## config.mk

```make
export PLATFORM = sky130hd
export DESIGN_NAME = frame_sync_align
export DESIGN_NICKNAME = d
export VERILOG_FILES = /design/src/rtl/fsa_pkg.sv /design/src/rtl/fsa_sync_sampler.sv /design/src/rtl/fsa_frame_counter.sv /design/src/rtl/fsa_strobe_gen.sv /design/src/rtl/frame_sync_align.sv
export SDC_FILE = /design/constraint.sdc
export NUM_CORES = 1
export LEC_CHECK = 0
export BUFFER_PORTS_ARGS = -buffer_cell sky130_fd_sc_hd__buf_2
export CORE_MARGIN = 2
export CORE_UTILIZATION = 28
export CTS_BUF_LIST = sky130_fd_sc_hd__clkbuf_4 sky130_fd_sc_hd__clkbuf_8
export CTS_CLUSTER_DIAMETER = 100
export DETAILED_ROUTE_END_ITERATION = 7
export MAX_ROUTING_LAYER = met4
export SYNTH_ARGS = -nofsm -noshare
export SYNTH_HDL_FRONTEND = slang
export SYNTH_HIERARCHICAL = 1
export SYNTH_SLANG_ARGS = --single-unit
```

## constraint.sdc

```tcl
create_clock -name clk -period 2.35 [get_ports clk]
set_input_delay 0.47 -clock clk [delete_from_list [all_inputs] [get_ports clk]]
set_output_delay 0.47 -clock clk [all_outputs]
set_load 0.02 [all_outputs]
```

## src/rtl/fsa_pkg.sv

```systemverilog
`timescale 1ns/1ps
package fsa_pkg;

   typedef enum logic [1:0] {
      FM_T1 = 2'b00,
      FM_E1 = 2'b01,
      FM_4M = 2'b10,
      FM_8M = 2'b11
   } fsa_mode_e;

   typedef enum logic [1:0] {
      LEAD_NONE = 2'b00,
      LEAD_HALF = 2'b01,
      LEAD_ONE  = 2'b10,
      LEAD_TWO  = 2'b11
   } fsa_lead_e;

   // cycles from the pulse cycle to the cycle holding the loaded position
   localparam int DET_LAT = 2;

   // whole-clock lead of the frame start after the pulse cycle
   function automatic int lead_dist(input logic [1:0] lead);
      case (lead)
         LEAD_NONE: return 0;
         LEAD_TWO:  return 2;
         default:   return 1;
      endcase
   endfunction

   // 1 when the rising edge samples the pulse
   function automatic logic rise_selected(input logic clk_inv, input logic [1:0] lead);
      if (clk_inv) return (lead != LEAD_NONE);
      return (lead == LEAD_TWO);
   endfunction

endpackage

```

## src/rtl/fsa_sync_sampler.sv

```systemverilog
`timescale 1ns/1ps
module fsa_sync_sampler
   import fsa_pkg::*;
(
   input  logic       clk,
   input  logic       rst_n,
   input  logic       sync_low,
   input  logic       clk_inv,
   input  logic [1:0] lead,
   input  logic       sync_in,
   output logic       det
);

   logic act;
   logic fall_q;
   logic fall_r;
   logic rise_q;
   logic use_rise;

   assign act = sync_in ^ sync_low;

   always_ff @(negedge clk or negedge rst_n) begin
      if (!rst_n) fall_q <= 1'b0;
      else        fall_q <= act;
   end

   // retime the falling sample so that both paths have equal latency
   always_ff @(posedge clk or negedge rst_n) begin
      if (!rst_n) begin
         fall_r <= 1'b0;
         rise_q <= 1'b0;
      end else begin
         fall_r <= fall_q;
         rise_q <= act;
      end
   end

   always_comb use_rise = rise_selected(clk_inv, lead);
   assign det = use_rise ? rise_q : fall_r;

endmodule

```

## src/rtl/fsa_frame_counter.sv

```systemverilog
`timescale 1ns/1ps
module fsa_frame_counter
   import fsa_pkg::*;
#(
   parameter int POS_W = 10
) (
   input  logic             clk,
   input  logic             rst_n,
   input  logic [POS_W-1:0] frame_last,
   input  logic [1:0]       lead,
   input  logic             det,
   output logic [POS_W-1:0] pos
);

   logic [POS_W-1:0] load_val;
   logic [POS_W-1:0] pos_nxt;

   always_comb load_val = POS_W'(DET_LAT - lead_dist(lead));

   always_comb begin
      if (det)                    pos_nxt = load_val;
      else if (pos >= frame_last) pos_nxt = '0;
      else                        pos_nxt = pos + 1'b1;
   end

   always_ff @(posedge clk or negedge rst_n) begin
      if (!rst_n) pos <= '0;
      else        pos <= pos_nxt;
   end

endmodule

```

## src/rtl/fsa_strobe_gen.sv

```systemverilog
`timescale 1ns/1ps
module fsa_strobe_gen #(
   parameter int POS_W     = 10,
   parameter int BYTE_BITS = 8,
   parameter int T1_OFS    = 1
) (
   input  logic [POS_W-1:0] pos,
   input  logic             is_t1,
   output logic             byte_stb,
   output logic             frame_stb
);

   localparam int LSB_W = $clog2(BYTE_BITS);

   generate
      if ((1 << LSB_W) != BYTE_BITS) begin : g_bad_byte
         $error("BYTE_BITS must be a power of two");
      end
      if (T1_OFS >= BYTE_BITS || T1_OFS < 1) begin : g_bad_ofs
         $error("T1_OFS must lie inside one byte and be nonzero");
      end
   endgenerate

   logic [LSB_W-1:0] low;
   logic             at_zero;

   assign low     = pos[LSB_W-1:0];
   assign at_zero = (pos == '0);

   always_comb begin
      frame_stb = at_zero;
      if (is_t1) byte_stb = (low == LSB_W'(T1_OFS)) && !at_zero;
      else       byte_stb = (low == '0);
   end

endmodule

```

## src/rtl/frame_sync_align.sv

```systemverilog
`timescale 1ns/1ps
module frame_sync_align
   import fsa_pkg::*;
#(
   parameter int POS_W     = 10,
   parameter int LEN_T1    = 193,
   parameter int LEN_E1    = 256,
   parameter int LEN_4M    = 512,
   parameter int LEN_8M    = 1024,
   parameter int BYTE_BITS = 8
) (
   input  logic             clk,
   input  logic             rst_n,
   input  logic [1:0]       cfg_mode,
   input  logic             cfg_sync_low,
   input  logic             cfg_clk_inv,
   input  logic [1:0]       cfg_lead,
   input  logic             sync_in,
   output logic [POS_W-1:0] bit_pos,
   output logic             byte_stb,
   output logic             frame_stb
);

   localparam int MAX_LEN = (LEN_8M > LEN_4M) ? LEN_8M : LEN_4M;

   generate
      if (POS_W < $clog2(MAX_LEN)) begin : g_bad_width
         $error("POS_W too narrow for the longest frame");
      end
      if (LEN_T1 <= DET_LAT || LEN_E1 <= DET_LAT || LEN_4M <= DET_LAT || LEN_8M <= DET_LAT)
      begin : g_bad_len
         $error("frame lengths must exceed the detect latency");
      end
      if (LEN_T1 > MAX_LEN || LEN_E1 > MAX_LEN) begin : g_bad_order
         $error("short frame modes must not exceed the long ones");
      end
   endgenerate

   logic [POS_W-1:0] frame_last;
   logic             sync_det;
   logic             is_t1;

   always_comb begin
      case (fsa_mode_e'(cfg_mode))
         FM_T1:   frame_last = POS_W'(LEN_T1 - 1);
         FM_E1:   frame_last = POS_W'(LEN_E1 - 1);
         FM_4M:   frame_last = POS_W'(LEN_4M - 1);
         default: frame_last = POS_W'(LEN_8M - 1);
      endcase
   end

   assign is_t1 = (cfg_mode == FM_T1);

   fsa_sync_sampler u_sampler (
      .clk      (clk),
      .rst_n    (rst_n),
      .sync_low (cfg_sync_low),
      .clk_inv  (cfg_clk_inv),
      .lead     (cfg_lead),
      .sync_in  (sync_in),
      .det      (sync_det)
   );

   fsa_frame_counter #(.POS_W(POS_W)) u_counter (
      .clk        (clk),
      .rst_n      (rst_n),
      .frame_last (frame_last),
      .lead       (cfg_lead),
      .det        (sync_det),
      .pos        (bit_pos)
   );

   fsa_strobe_gen #(.POS_W(POS_W), .BYTE_BITS(BYTE_BITS), .T1_OFS(1)) u_strobe (
      .pos       (bit_pos),
      .is_t1     (is_t1),
      .byte_stb  (byte_stb),
      .frame_stb (frame_stb)
   );

endmodule

```

==> impl_metrics.tcl <==
set metrics [dict create \
    async_reset_ff_frac 1.00 \
    worstMarginPinSlew_ns 0.764 \
    overflow 0 \
    fmax_ghz 0.447 \
    grt_pass1_wl_microns 3630 \
    cts_resized 0 \
    path_clk_slew_ns 0.08 \
    drtIter0Drc 9 \
    dp_slack_ns -0.0445 \
    period_needed_ns 2.23 \
    htreeDepth 1 \
    ant_nets 0 \
    synth.distinct_cells 28 \
    postCtsSetupBuffers 0 \
    power_uw 777 \
    reg2reg_from "u_counter/pos[0]$_DFF_PN0_" \
    io_buffer_count 20 \
    cts_root_buf "clkbuf_4" \
    start_kind "register" \
    grt_usage 0.118 \
    rrSetupSlack_ns 0.39 \
    arrival_ns 1.76 \
    grt_max_degree 14 \
    synth_area_leaders "dfrtp_1, ha_1, o31ai_1" \
    cts_buffer_depth 2 \
    synth-warning-count 6 \
    place_congestion 0.753 \
    ys_seq_area_frac 0.339 \
    cap_viol_max_count 0 \
    drc_errors 0 \
    ys_ff_latch 13 \
    finalMaxSlewViolations 0 \
    dp_hpwl_microns 1690 \
    powerDensity_nw_per_um2 673 \
    cp-end-kind "output pin" \
    swShare 0.407 \
    comb_power_share 0.419 \
    die_x_microns 62.5 \
    insertedDiodeCount 0 \
    worst-setup-path-type "reg2out" \
    sequentialPowerShare 0.409 \
    postSynthAreaPerCell_sq_um 9.49 \
    vias_per_cell 4.66 \
    status "finished, final reports clean" \
    grt_pass1_vias 819 \
    cts_sinks 13 \
    cts_tree "done" \
    wl_per_cell_microns 12.1 \
    fin_nets 150 \
    yosysTopAreaCell "dfrtp_1" \
    die_y_microns 62.5 \
    peakVddDrop_mv 0.375 \
    setup_ws_ns 0.115 \
    reg2reg_depth 6 \
    cellLeakagePower_uw 0.000621 \
    synth_common_cells "inv_1, ha_1, dfrtp_1" \
    fin_crit_sh 0.951 \
    timing.rr.end "u_counter/pos[4]$_DFF_PN0_" \
    hold_path.class "in2async" \
    path_max_fanout 9 \
    wl_microns 2100 \
    layout-drive-gt1-share 0.252 \
    crit_required_ns 1.88 \
    p_sw_uw 317 \
    hold_buffers 0 \
    internal-power_uw 461 \
    area_delta_synth_final_pct 20.5 \
    relSlewSlack 0.491 \
    n_fill_cell 358 \
    synth_enable_flop_cells 0 \
    pwr-share-clk 0.172 \
    netlist_area_sq_um 958 \
    final.setup_skew_ns 0.00822 \
    grt_antenna_before_repair 0 \
    start_util 0.289 \
    synth_ff_type "dfrtp_1" \
    ioPinCount 21 \
    hold_viol_final 0 \
    vias 806 \
    die-area_sq_um 3910 \
    postSynthCellCount 101 \
    setup_viol 0 \
    synth_top_cell_area_share 0.313 \
    hold_slack_ns 0.0622 \
    placementRows 21 \
    rsz0062_at_grt "false" \
    yosysMostFrequentCell "inv_1" \
    clkLatencyLatePin_ns 0.27 \
    cts_made_buffers 3 \
    dr.pass1.iters 4 \
    core_area_sq_um 3310 \
]
==> power by group through the flow <==
stage                     clock [uW]  sequential (uW)  combinational [uW]
after detailed placement           0              323                 326
after global routing             149              327                 359
after floorplan                    0              349                 189
after CTS                        141              319                 329
final                            133              318                 326
after global placement             0              320                 316
==> worst max path at each step <==
| stage | from | end | slack (ns) |
|---|---|---|---|
| after floorplan | cfg_mode[1] | u_counter/pos[2]$_DFF_PN0_ | 0.19 |
| after global placement | cfg_mode[1] | u_counter/pos[6]$_DFF_PN0_ | 0.00006 |
| after detailed placement | cfg_mode[1] | u_counter/pos[2]$_DFF_PN0_ | -0.04 |
| after CTS | u_counter/pos[2]$_DFF_PN0_ | frame_stb | 0.1 |
| after global routing | u_counter/pos[2]$_DFF_PN0_ | frame_stb | 0.009 |
| final | u_counter/pos[2]$_DFF_PN0_ | frame_stb | 0.12 |
==> metal layers <==
layer / up-vias / track usage / routed length, microns
li1: 405 / - / -
met1: 382 / 0.150 / 1020
met2: 17 / 0.192 / 993
met3: 2 / 0.0162 / 79
met4: 0 / 0.0417 / 5
met5: - / - / 0
==> worst max-delay path, cell delays in order, from the launching register on <==
cell and delay (ns):
dfrtp_1 0.51, or4_1 0.53, nor4_2 0.24, buf_2 0.21
==> sequential cells by signal, summed over array words and instances (netlist names) <==
register          flops
u_sampler/rise_q      1
u_counter/pos        10
u_sampler/fall_q      1
u_sampler/fall_r      1
==> cell families after synthesis <==
logic type      count (synthesis)  synth area share
compound gates                 17             0.129
xor+xnor                       10            0.0914
fa+ha+maj                      14             0.181
buf+inv                        17            0.0744
flops                          13             0.339
mux                             1            0.0157
other cells                     1           0.00391
simple gates                   28             0.164
==> metrics by stage <==
| step | utilization | setup TNS [ns] | cells | instance area, sq um |
|---|---|---|---|---|
| floorplan | - | 0 | 102 | 962 |
| global placement | 0.341 | 0 | 169 | 1130 |
| detailed placement | 0.341 | -0.147 | 169 | 1130 |
| CTS | 0.349 | 0 | 173 | 1150 |
| global route | 0.349 | 0 | 173 | 1150 |
| finish | 0.349 | 0 | 173 | 1150 |
==> cell usage in the layout, fill, tap and decap left out, drive strengths merged, types with 2 or more instances in the layout <==
cell type,instances
nor4,2
nand2,4
dfrtp,12
nand4,3
nor3,2
xor2,4
ha,13
o31ai,10
or4,2
conb,2
a21o,2
clkbuf,3
inv,15
buf,23
nor2,6
nand3,6
a21oi,2
xnor2,6
==> cell type report <==
class	count	area [sq um]	share of cell area
multi-input combinational	72	566	0.490
sequential	13	325	0.282
timing repair buffer	23	123	0.106
tap	46	57.6	0.0498
inverter	15	56.3	0.0488
clock buffer	3	22.5	0.0195
clock inverter	1	5.00	0.00433
No activity file was read; power rests on OpenSTA's default activity.
